`config.mk`:
```
export PLATFORM = sky130hd
export DESIGN_NAME = proto_mon
export DESIGN_NICKNAME = d
export VERILOG_FILES = /design/src/rtl/proto_mon_pkg.sv /design/src/rtl/mon_op_always.sv /design/src/rtl/mon_op_implies.sv /design/src/rtl/mon_op_next.sv /design/src/rtl/mon_op_before.sv /design/src/rtl/proto_mon.sv
export SDC_FILE = /design/constraint.sdc
export NUM_CORES = 1
export LEC_CHECK = 0
export BUFFER_PORTS_ARGS = -buffer_cell sky130_fd_sc_hd__buf_2
export CAP_MARGIN = 15
export CORE_AREA = 2 2 39 41
export CTS_BUF_LIST = sky130_fd_sc_hd__clkbuf_8
export DETAILED_ROUTE_END_ITERATION = 6
export DIE_AREA = 0 0 41 43
export GPL_TIMING_DRIVEN = 0
export PLACE_DENSITY = 0.4
export SETUP_SLACK_MARGIN = 0.1
export SLEW_MARGIN = 20
export SYNTH_ARGS = -nofsm -noshare
export SYNTH_HDL_FRONTEND = slang
export SYNTH_SLANG_ARGS = --single-unit
```
`constraint.sdc`:
```
create_clock -name clk -period 1.1 [get_ports clk]
set_input_delay 0 -clock clk [delete_from_list [all_inputs] [get_ports clk]]
set_output_delay 0 -clock clk [all_outputs]
set_load 0.005 [all_outputs]
```
`src/rtl/proto_mon_pkg.sv`:
```
package proto_mon_pkg;

    // Ordering primitive: is an obligation open?
    typedef enum logic {
        OBL_IDLE = 1'b0,
        OBL_WAIT = 1'b1
    } obl_state_e;

    // Continuous-scope primitive: breach history
    typedef enum logic {
        TRK_CLEAN   = 1'b0,
        TRK_TRIPPED = 1'b1
    } trk_state_e;

    // Delay primitive: trigger carried to the next cycle
    typedef enum logic {
        NXT_QUIET = 1'b0,
        NXT_ARMED = 1'b1
    } nxt_state_e;

endpackage

```
`src/rtl/mon_op_always.sv`:
```
module mon_op_always
    import proto_mon_pkg::*;
(
    input  logic clk,
    input  logic rst,
    input  logic fail_i,
    output logic en_o,
    output logic sticky_o
);

    trk_state_e state_q;
    trk_state_e state_d;

    // Scope is active in every cycle outside reset
    assign en_o = ~rst;

    always_comb begin
        state_d = state_q;
        unique case (state_q)
            TRK_CLEAN:   if (fail_i) state_d = TRK_TRIPPED;
            TRK_TRIPPED: state_d = TRK_TRIPPED;
        endcase
    end

    always_ff @(posedge clk) begin
        if (rst) state_q <= TRK_CLEAN;
        else     state_q <= state_d;
    end

    always_comb begin
        sticky_o = (state_q == TRK_TRIPPED);
    end

endmodule

```
`src/rtl/mon_op_implies.sv`:
```
module mon_op_implies (
    input  logic en_i,
    input  logic ante_i,
    output logic trig_o
);

    assign trig_o = en_i & ante_i;

endmodule

```
`src/rtl/mon_op_next.sv`:
```
module mon_op_next
    import proto_mon_pkg::*;
(
    input  logic clk,
    input  logic rst,
    input  logic trig_i,
    output logic arm_o
);

    nxt_state_e state_q;
    nxt_state_e state_d;

    always_comb begin
        state_d = NXT_QUIET;
        unique case (state_q)
            NXT_QUIET: if (trig_i) state_d = NXT_ARMED;
            NXT_ARMED: if (trig_i) state_d = NXT_ARMED;
        endcase
    end

    always_ff @(posedge clk) begin
        if (rst) state_q <= NXT_QUIET;
        else     state_q <= state_d;
    end

    always_comb begin
        arm_o = (state_q == NXT_ARMED);
    end

endmodule

```
`src/rtl/mon_op_before.sv`:
```
module mon_op_before
    import proto_mon_pkg::*;
#(
    parameter bit STRICT    = 1'b1,  // same-cycle clash counts as a breach
    parameter bit HOLD_FAIL = 1'b0,  // obligation survives its own breach
    parameter bit INIT_OPEN = 1'b0   // obligation open straight out of reset
) (
    input  logic clk,
    input  logic rst,
    input  logic en_i,
    input  logic arm_i,
    input  logic first_i,   // event that must come first
    input  logic second_i,  // event that must not come first
    output logic pend_o,
    output logic fail_o
);

    localparam obl_state_e RST_STATE = INIT_OPEN ? OBL_WAIT : OBL_IDLE;

    obl_state_e state_q;
    obl_state_e state_d;
    logic       active;
    logic       breach;
    logic       clash_ok;

    generate
        if (STRICT) begin : g_strict
            assign clash_ok = 1'b0;
        end else begin : g_loose
            assign clash_ok = first_i;
        end
    endgenerate

    always_comb begin
        active = (state_q == OBL_WAIT) | arm_i;
        breach = en_i & active & second_i & ~clash_ok;
    end

    always_comb begin
        state_d = state_q;
        unique case (state_q)
            OBL_IDLE: begin
                if (arm_i) begin
                    if (breach)       state_d = HOLD_FAIL ? OBL_WAIT : OBL_IDLE;
                    else if (first_i) state_d = OBL_IDLE;
                    else              state_d = OBL_WAIT;
                end
            end
            OBL_WAIT: begin
                if (breach)       state_d = HOLD_FAIL ? OBL_WAIT : OBL_IDLE;
                else if (first_i) state_d = OBL_IDLE;
                else              state_d = OBL_WAIT;
            end
        endcase
    end

    always_ff @(posedge clk) begin
        if (rst) state_q <= RST_STATE;
        else     state_q <= state_d;
    end

    always_comb begin
        pend_o = active;
        fail_o = breach;
    end

endmodule

```
`src/rtl/proto_mon.sv`:
```
module proto_mon #(
    parameter bit ORD_STRICT = 1'b1
) (
    input  logic clk,
    input  logic rst,
    input  logic txn_close_i,
    input  logic txn_open_i,
    input  logic link_fault_i,
    input  logic xlat_rdy_i,
    output logic ord_pend_o,
    output logic ord_fail_o,
    output logic ord_sticky_o,
    output logic rdy_pend_o,
    output logic rdy_fail_o,
    output logic rdy_sticky_o
);

    // Rule 1: always (close -> next (open before fault))
    logic ord_en;
    logic ord_trig;
    logic ord_arm;

    mon_op_always u_ord_always (
        .clk      (clk),
        .rst      (rst),
        .fail_i   (ord_fail_o),
        .en_o     (ord_en),
        .sticky_o (ord_sticky_o)
    );

    mon_op_implies u_ord_implies (
        .en_i   (ord_en),
        .ante_i (txn_close_i),
        .trig_o (ord_trig)
    );

    mon_op_next u_ord_next (
        .clk    (clk),
        .rst    (rst),
        .trig_i (ord_trig),
        .arm_o  (ord_arm)
    );

    mon_op_before #(
        .STRICT    (ORD_STRICT),
        .HOLD_FAIL (1'b0),
        .INIT_OPEN (1'b0)
    ) u_ord_before (
        .clk      (clk),
        .rst      (rst),
        .en_i     (ord_en),
        .arm_i    (ord_arm),
        .first_i  (txn_open_i),
        .second_i (link_fault_i),
        .pend_o   (ord_pend_o),
        .fail_o   (ord_fail_o)
    );

    // Rule 2: ready must not come before the first open
    logic rdy_en;

    mon_op_always u_rdy_always (
        .clk      (clk),
        .rst      (rst),
        .fail_i   (rdy_fail_o),
        .en_o     (rdy_en),
        .sticky_o (rdy_sticky_o)
    );

    mon_op_before #(
        .STRICT    (1'b0),
        .HOLD_FAIL (1'b1),
        .INIT_OPEN (1'b1)
    ) u_rdy_before (
        .clk      (clk),
        .rst      (rst),
        .en_i     (rdy_en),
        .arm_i    (1'b0),
        .first_i  (txn_open_i),
        .second_i (xlat_rdy_i),
        .pend_o   (rdy_pend_o),
        .fail_o   (rdy_fail_o)
    );

endmodule

```
== After elaboration in Yosys (flattened, before gate mapping) ==
Cells that the tools add are included.

* Add/sub/neg operators: 0
* Multipliers: 0
* Div/mod/pow operators: 0
* $lt $le $gt $ge: 0
* Eq/ne operators: 0
* Shift operators: 0
* Mux-type cells: 11
* Bitwise operators: 13
* Reductions and logical operators: 0

{| class="wikitable"
|+ Operators with widths
! cell !! count
|-
| case mux 1 bit (2 select lines) || 4
|-
| two-way mux 1 bit || 7
|-
| AND 1 bit || 6
|-
| inverter 1 bit || 6
|-
| OR 1 bit || 1
|}

* Register bits after elaboration: 5
* Latch bits: 0
* Bits in writable memories: 0
* Memory bits (read-only): 0
* Bits of input ports: 6
* Output and inout port bits: 6
* Memories kept: 0

== Logic depth before layout (Yosys ltp) ==
Gate-level depths: netlist (run 1).

* Depth after elaboration: 6
* Gate-level depth with buffers: 2
* Mapped depth without buffers: 2

== By module ==
Synthesis (run 1) repeated with hierarchy kept, for this count alone.

* Cells, all modules: 22
* Area total of the unflattened synthesis: 212.7 um^2

{| class="wikitable"
|+ By module, submodules not included
! module !! instances !! cells an instance !! area each (um^2) !! sequential area each (um^2)
|-
| mon_op_always || 2 || 3 || 33.8 || 20.0
|-
| mon_op_before (u_rdy_before) || 1 || 6 || 51.3 || 20.0
|-
| mon_op_before (u_ord_before) || 1 || 6 || 50.0 || 20.0
|-
| mon_op_next || 1 || 2 || 33.8 || 20.0
|-
| mon_op_implies || 1 || 1 || 6.3 || 0.0
|-
| proto_mon || 1 || 1 || 3.8 || 0.0
|}

== Least setup slack after synthesis (run 1) ==
Ideal clock, no wire load.

* Path kind: register to register
* Start: reg u_rdy_before.state_q
* End: reg u_rdy_always.state_q (netlist: u_rdy_always.sticky_o)
* Library setup time: 0.070 ns
* Arrival: 0.557 ns
* Slack: 0.474 ns
* Stages on the path, launching flop included: 3
* Buffers on the path: 0
* Path through: dfxtp_1 > nand3b_1 > a21oi_1

* Cells in the longest elaborated chain, start to end: 5

{| class="wikitable"
|+ RTL lines
! element !! line !! text
|-
| from (decl) || mon_op_before.sv:20 || <nowiki>obl_state_e state_q;</nowiki>
|-
| from (signal assigned) || mon_op_before.sv:59 || <nowiki>else state_q <= state_d;</nowiki>
|-
| AND 1 bit (3 in a row) || mon_op_before.sv:36 || <nowiki>breach = en_i & active & second_i & ~clash_ok;</nowiki>
|-
| two-way mux 1 bit || mon_op_always.sv:20 || <nowiki>TRK_CLEAN: if (fail_i) state_d = TRK_TRIPPED;</nowiki>
|-
| case mux 1 bit (2 select lines) || mon_op_always.sv:19 || <nowiki>unique case (state_q)</nowiki>
|-
| to (signal assigned) || mon_op_always.sv:27 || <nowiki>else state_q <= state_d;</nowiki>
|-
| to (decl) || mon_op_always.sv:11 || <nowiki>trk_state_e state_q;</nowiki>
|}

No other way between the ends.
A chain may end at the register's enable or synchronous reset.

== Final worst setup path (run 1) ==
* Start: in link_fault_i
* End: out ord_fail_o

* Cells in the longest elaborated chain, start to end: 1

{| class="wikitable"
|+ RTL lines
! element !! line !! text
|-
| from (decl) || proto_mon.sv:8 || <nowiki>input logic link_fault_i,</nowiki>
|-
| AND 1 bit || mon_op_before.sv:36 ||
|-
| to (decl) || proto_mon.sv:11 || <nowiki>output logic ord_fail_o,</nowiki>
|}

No other way between the ends.

==> results by stage, run 1 <==
STA:
- The count of endpoints failing setup in the final report is 0.
- The time the final worst path needs with I/O delays and setup is 944 ps.
- The final-report max-slew violation count is 0.
- After layout, the worst path uses 85.8% of the clock period.
- Summed over all failing endpoints, the final setup total negative slack is 0 ps.
- The final number of hold-violating endpoints was 0.
- The slew at the pin closest to its max-slew limit is 231 ps.
- The headroom to the max-slew limit is 84.5%.
- The worst path meets setup with between 150 and 200 ps of slack.
- Based on the critical path, the design can be clocked at up to 1060 MHz.
- Setup repair after global routing left no endpoint under its margin.
- Clock skew on the completed layout was measured at 2.10 ps.

Worst setup path:
- The startpoint-to-endpoint class of the critical path is primary input to primary output.
- The critical path goes through dlygate4sd3_1 > buf_2 > nor3b_1 > buf_2.
- The sort of element at the end of the critical path is a primary output.
- Counting stages on the worst path, the most repeated cell is buf_2.
- Counting cells, the worst reg-to-reg path comes to 2.
- The critical-path maximum fanout is 3.
- The data required time at the worst endpoint is 1100 ps.
- The startpoint kind of the worst setup timing path is a primary input.
- The library cell contributing the largest single delay on the critical path is dlygate4sd3_1.
- The delay contributed by the slowest stage of the critical path is 520 ps.
- Data arrives at the worst endpoint at 940 ps.

Route:
- Once detail routing completed, the nets flagged for antenna violations numbered 0.
- After detailed routing, the number of vias per cell comes to 3.32.
- The number of optimization iterations in the first detailed-route pass is 4.
- The detailed-route wire length is just under 400 um.
- The final route contains 176 vias.
- For this block, the initial DRC count from the detailed router was 4.
- The post-detailed-route DRC marker count is 0.
- The wire length per cell is 7.49 um.

Logic synthesis:
- The sequential area share after synthesis is 55.9%.
- After synthesis the netlist holds a flip-flop and latch count of 5.
- The post-synthesis area per instance is between 9 and 10 sq um.
- The synthesized instance count is 19.
- The largest area contributor in the synthesized netlist is dfxtp_1.
- The Yosys warning count is 0.
- By area the synthesized netlist is led by dfxtp_1, inv_1, nor4_2.
- Summed over its instances, the top area cell type makes up 55.9% of the synthesized netlist area.
- Summing every instance area after synthesis gives 179 sq um.
- The number of nets handed over by synthesis was 25.
- The unique cell type count in the Yosys netlist is 10.

GRT:
- The maximum number of pins on one net before global-route repair is 8.
- The global-route wire length before repair is 690 um.
- In the global route stage, overall resource usage came out at 6.54%.
- The global route total overflow is 0.
- The via count of the first global-routing pass is 169.
- The initial antenna violation count is 0.

Finish:
- The fraction of final layout cells sized beyond drive strength 1 is 40.5%.
- The area overhead of the layout relative to synthesis is 83.9%.
- The number of diodes is 0.
- In the final design database the tool counted 44 nets.

Pwr:
- The share of total power dissipated in the clock network is 56.5%.
- The power per cell area is 1740 mW/mm^2.
- In this run, flip-flops and latches consume 34.5% of the power.
- The analysis attributes to net switching a power of 0.111 mW.
- Internal power comes to 0.461 mW.
- Of the total power, combinational logic draws under 10%.
- Across the VDD grid, the largest voltage drop is between 0.0004 and 0.0005 V.
- The leakage dissipation is 0.164 nW.
- The switching portion of total power is roughly a fifth.

CTS:
- CTS built an H-tree with a depth of 1.
- The insertion delay of the later-clocked pin in the worst-skew pair is 220 ps.
- No sink is reached through more buffers than the 2 on the longest clock path.
- The number of gates resized after CTS was 0.
- Buffers inserted during clock tree synthesis total 3.
- TritonCTS built the clock tree.
- The tree is rooted in a clkbuf_8.
- The total clock sinks is 5.
- The clock-pin slew on the worst setup and hold paths is 40 ps.

Die:
- The die outline area is 0.00176 sq mm.
- The die height is 43 um.
- From left edge to right edge, the die measures 41 um.
- The core region is ~0.0014 sq mm.
- For this design the top-level I/O count stands at 12.
- The floorplan row count is 14.
- The starting density of the core is 12.9%.

Place:
- OpenSTA, run right after detailed placement, puts the worst setup slack at 407 ps.
- Port buffering added 11 buffers.
- The placer's final routability congestion estimate is 0.556.
- Once detailed placement completed, the half-perimeter wirelength came to approximately 290 um.

Min path:
- The cell count of the worst hold path is 2.
- In this run the worst hold path is classified as primary input to flip-flop.

Run status:
- The flow ran to the end, and the final reports show no timing, DRC or antenna violations.

Job:
- The max-cap check violation count is 0.
## worst paths after layout
| kind | startpoint | end | slack (ps) |
|---|---|---|---|
| max | link_fault_i | ord_fail_o | 160 |
| min | rst | u_rdy_always.sticky_o | 40 |
| max reg2reg | u_ord_before.state_q | u_ord_before.state_q | 430 |
| min reg2reg | u_ord_always.sticky_o | u_ord_always.sticky_o | 440 |
## critical path, delay by kind of cell
kind          cells  cell delay, ps
buf+inv           3             780
simple gates      1             160
## cells by family (layout without fill, tap and decap cells)
group           count (synthesis)  after routing  share of synthesized area, %
compound gates                  4              4                          12.6
buf+inv                         4             22                          8.39
flops                           5              5                          55.9
simple gates                    6              6                          23.1
## layer usage
metal	part of all wire, %	vias to the layer above	track usage [%]
li1	-	96	-
met1	51	69	9.39
met2	33	11	5.63
met3	16	0	4.71
met4	0	0	6.00
met5	0	-	0
## timing repair
action,CTS,global route
hold endpoints to repair,2,0
buffers inserted,0,0
hold buffers,3,0
## power by group through the flow
| stage | sequential (mW) | combinational, mW | clock [mW] |
|---|---|---|---|
| 6_report | 0.197 | 0.0513 | 0.323 |
| 5_1_grt | 0.198 | 0.0593 | 0.354 |
| 4_1_cts | 0.198 | 0.0525 | 0.333 |
| 3_5_place_dp | 0.200 | 0.0444 | 0 |
| 3_3_place_gp | 0.200 | 0.0439 | 0 |
| 2_1_floorplan | 0.201 | 0.0160 | 0 |
## synthesized netlist by cell type
| cell | instances |
|---|---|
| nand3b_1 | 1 |
| nor3b_1 | 1 |
| nor2b_1 | 1 |
| nor2_1 | 2 |
| dfxtp_1 | 5 |
| a21o_1 | 1 |
| a21oi_1 | 2 |
| o21ai_0 | 1 |
| inv_1 | 4 |
| nor4_2 | 1 |
## registers in the layout, indices dropped and copies added (netlist names)
name,flops
u_ord_always.sticky_o,1
u_ord_before.state_q,1
u_rdy_always.sticky_o,1
u_rdy_before.state_q,1
u_ord_next.arm_o,1
## final cells by class
cell class / instances / area [sq um]
Clock buffer: 3 / 41.3
Clock inverter: 1 / 3.75
Inverter: 4 / 15.0
Fill cell: 159 / 1050
Multi-Input combinational cell: 10 / 63.8
Timing Repair Buffer: 14 / 85.1
Tap cell: 16 / 20.0
Sequential cell: 5 / 100
## stage by stage
step	area, sq um	power (mW)	utilization (%)	hold WS, ps	instances
2_1_floorplan	179	0.217	-	31.1	19
3_3_place_gp	254	0.244	18.4	201	46
3_5_place_dp	254	0.244	18.4	199	46
4_1_cts	329	0.583	23.8	50.7	53
5_1_grt	329	0.612	23.8	62.3	53
6_report	329	0.572	23.8	42.7	53
## layout by cell type (no fill, tap or decap)
cell type      count
nor2b_1            1
o21ai_0            1
nand3b_1           1
dfxtp_1            5
nor2_1             2
dlygate4sd3_1      3
nor3b_1            1
nor4_2             1
buf_2             11
a21oi_1            2
a21o_1             1
inv_1              5
clkbuf_8           3
Note: power is estimated with default switching activity, not from simulation.
==> run 2: changes to the inputs <==
==> constraint.sdc (replaced) <==
create_clock -name clk -period 1.1 [get_ports clk]
set_input_delay 0.11 -clock clk [delete_from_list [all_inputs] [get_ports clk]]
set_output_delay 0.11 -clock clk [all_outputs]
set_load 0.005 [all_outputs]
==> run 2 against run 1 <==
  * Clock skew about the same
  * Critical path type is now flip-flop to primary output
  * Cell count decreased by 3.8%
  * Sequential power about the same
  * Non-clock buffer count decreased by 2
  * Combinational power decreased by 6.8%
==> results by stage, run 2 (synthesized netlist as in run 1, its figures left out) <==
Finish:
- Leading cell types in the layout, fill and taps excluded: buf_2, inv_1, clkbuf_8, dfxtp_2 (was buf_2, inv_1, dfxtp_1, clkbuf_8, dlygate4sd3_1).
- The final net count is 42 (was 44).
- The number of standard cells in the layout, taps in and fillers out is 51 (was 53).
- The leading cell type in the layout, fill and taps excluded is buf_2 (unchanged).
- The number of diodes is 0 (unchanged).
- The fraction of final layout cells sized beyond drive strength 1 is 60.0% (was 40.5%).
- The area overhead of the layout relative to synthesis is 80.4% (was 83.9%).

STA:
- The final number of hold-violating endpoints is 0 (unchanged).
- The final-report max-slew violation count came to 0 (unchanged).
- The maximum clock skew at final layout is 1.94 ps (was 2.10 ps).
- The headroom to the max-slew limit is 88.0% (was 84.5%).
- The sum of negative setup slack is 0 ps (unchanged).
- The worst hold slack across all endpoints is 78.9 ps (was 42.7 ps).
- The time the final worst path needs with I/O delays and setup is 965 ps (was 944 ps).
- The final critical-path share of the clock period is 87.7% (was 85.8%).
- The count of endpoints failing setup in the final report came to 0 (unchanged).
- The peak clock frequency supported by timing came to 1040 MHz (was 1060 MHz).
- The slew at the pin closest to its max-slew limit is 178 ps (was 231 ps).
- Setup repair after global routing missed its margin: true (was false).

Place:
- The placer's final routability congestion estimate is 0.556 (unchanged).
- The half-perimeter wire length after detailed placement was 286 um (unchanged).
- The placed cell count is 46 (unchanged).
- The count of buffers inserted at the top-level ports was 11 (unchanged).

Route:
- The post-detailed-route DRC marker count is 0 (unchanged).
- The routed length on met1 was 185 um (was 203 um).
- The highest routed metal layer is met3 (unchanged).
- The count of vias placed by the detailed router was 170 (was 176).
- The ratio of routed vias to standard cells is 3.33 (was 3.32).
- The number of optimization iterations in the first detailed-route pass is 1 (was 4).
- The wire length per cell was 7.45 um (was 7.49 um).
- The count of routing violations after the opening detailed-route iteration is 0 (was 4).
- The detailed-route wire length is 380 um (was 397 um).
- The met2 layer wire length in the routed design is 129 um (was 130 um).
- The amount of wire on met3 after detailed routing was 66 um (was 63 um).
- The number of routed nets with antenna violations was 0 (unchanged).

Die:
- The floorplan row count was 14 (unchanged).
- The die height was 43 um (unchanged).
- The die outline area was 0.00176 sq mm (unchanged).
- The number of I/O pins is 12 (unchanged).
- The total core area came to 0.00138 sq mm (unchanged).
- The x dimension of the die was 41 um (unchanged).
- The starting density of the core was 12.9% (unchanged).

CTS:
- The cell at the root of the clock tree is clkbuf_8 (unchanged).
- The level count of the clock H-tree came to 1 (unchanged).
- The clock tree from TritonCTS is yes (unchanged).
- The CTS buffer count is 3 (unchanged).
- The insertion delay of the later-clocked pin in the worst-skew pair is 220 ps (about the same).
- The clock-pin slew on the worst setup and hold paths came to 40 ps (about the same).
- The total clock sinks is 5 (unchanged).
- The number of hold buffers added after cts is 0 (was 3).
- The number of buffers on the longest clock path is 2 (unchanged).

Pwr:
- The part of the power in registers is 35.1% (was 34.5%).
- The portion of total power attributed to the clock network is 56.6% (was 56.5%).
- The leakage dissipation is 0.160 nW (was 0.164 nW).
- The power per cell area is 1770 mW/mm^2 (was 1740 mW/mm^2).
- The switching portion of total power is 19.6% (was 19.5%).
- The maximum ir drop on the vdd rail is 0.000400 V (was 0.000401 V).
- The internal power consumption is 0.458 mW (was 0.461 mW).
- The net switching component of the power is 0.112 mW (was 0.111 mW).
- The combinational fraction of design power is 8.4% (was 9.0%).

Worst setup path:
- The delay contributed by the slowest stage of the critical path came to 330 ps (was 520 ps).
- The arrival time at the worst endpoint is 860 ps (was 940 ps).
- The gate family responsible for the most delay along the worst path is flip-flops (was buffers and inverters).
- The library cell contributing the largest single delay on the critical path is dfxtp_2 (was dlygate4sd3_1).
- The sort of element at the end of the critical path is a primary output (unchanged).
- The startpoint kind of the worst setup timing path was a flip-flop (was primary input).
- The combined buffer and inverter count along the critical path was 1 (was 3).
- The startpoint-to-endpoint class of the critical path is flip-flop to primary output (was primary input to primary output).
- The data required time at the worst endpoint was 990 ps (was 1100 ps).
- The launching instance or port of the critical path is u_ord_before.state_q (was link_fault_i).
- The launch instance of the worst register-to-register path is u_rdy_before.state_q (was u_ord_before.state_q).
- Cell breakdown of the critical path: nor2_4 > nor3b_2 > buf_2 (was dlygate4sd3_1 > buf_2 > nor3b_1 > buf_2).
- The critical-path maximum fanout is 3 (unchanged).

GRT:
- The overall track demand over capacity in global routing came to 6.14% (was 6.54%).
- The via count of the first global-routing pass is 156 (was 169).
- The global-route wire length before repair came to 634 um (was 690 um).
- The maximum number of pins on one net before global-route repair is 8 (unchanged).
- The initial antenna violation count was 0 (unchanged).
- The global route total overflow came to 0 (unchanged).

Job:
- The max-cap check violation count is 0 (unchanged).

Min path:
- The type of the most critical hold path is primary input to flip-flop (unchanged).
- The launch instance of the worst min-delay path is link_fault_i (was rst).

Run status:
- Run status: completed (unchanged).
-- run 2: changes by cell type in the layout (fill, tap and decap cells not counted) --
cell / before / now
dfxtp_2: 0 / 3
nor3b_1: 1 / 0
nor2_1: 2 / 1
dfxtp_1: 5 / 2
dlygate4sd3_1: 3 / 0
buf_4: 0 / 1
nor3b_2: 0 / 1
nor2_4: 0 / 1
-- run 2: stage by stage --
step	worst slack (ps)	cell area, sq um	util, %	total power [mW]
floorplan	415	179	-	0.217
global placement	297	254	18.4	0.244
finish	135	323	23.3	0.570
detailed placement	297	254	18.4	0.244
CTS	105	304	22.0	0.576
global route	83.1	323	23.3	0.611
-- run 2: final cells by class --
| type | count | area, sq um |
|---|---|---|
| fillers | 164 | 1060 |
| flip-flops and latches | 5 | 104 |
| multi-input cells | 10 | 76.3 |
| repair buffers | 12 | 62.6 |
| clock buffers | 3 | 41.3 |
| well taps | 16 | 20.0 |
| inverters | 4 | 15.0 |
| clock inverters | 1 | 3.75 |
-- run 2: power groups by stage --
stage               Sequential, mW  Combinational (mW)  Clock (mW)
floorplan                    0.201              0.0160           0
detailed placement           0.200              0.0444           0
global route                 0.201              0.0555       0.354
CTS                          0.199              0.0447       0.333
finish                       0.200              0.0478       0.323
global placement             0.200              0.0439           0
-- run 2: worst paths after layout --
check	end	slack [ps]	cells past startpoint
worst max-delay path	ord_fail_o	130	3
worst min-delay path	u_ord_before.state_q	80	2
worst max register to register	u_rdy_always.sticky_o	360	3
worst min register to register	u_ord_always.sticky_o	440	2
-- run 2: layer usage --
metal  track usage [%]  vias to the layer above
met1              8.41                       66
met5                 0                        -
met4              6.00                        0
li1                  -                       93
met2              5.31                       11
met3              4.71                        0
-- run 2: worst reg2reg max path, stage by stage (launching register included) --
cell	delay, ps
dfxtp_2	330
nand3b_1	90
buf_4	140
a21oi_1	120
-- run 2: what timing repair did --
action                                  CTS  global route
buffers inserted                          0             1
endpoints found under the setup margin    2             3
gates resized for setup                   3             3
pin swaps                                 0             1
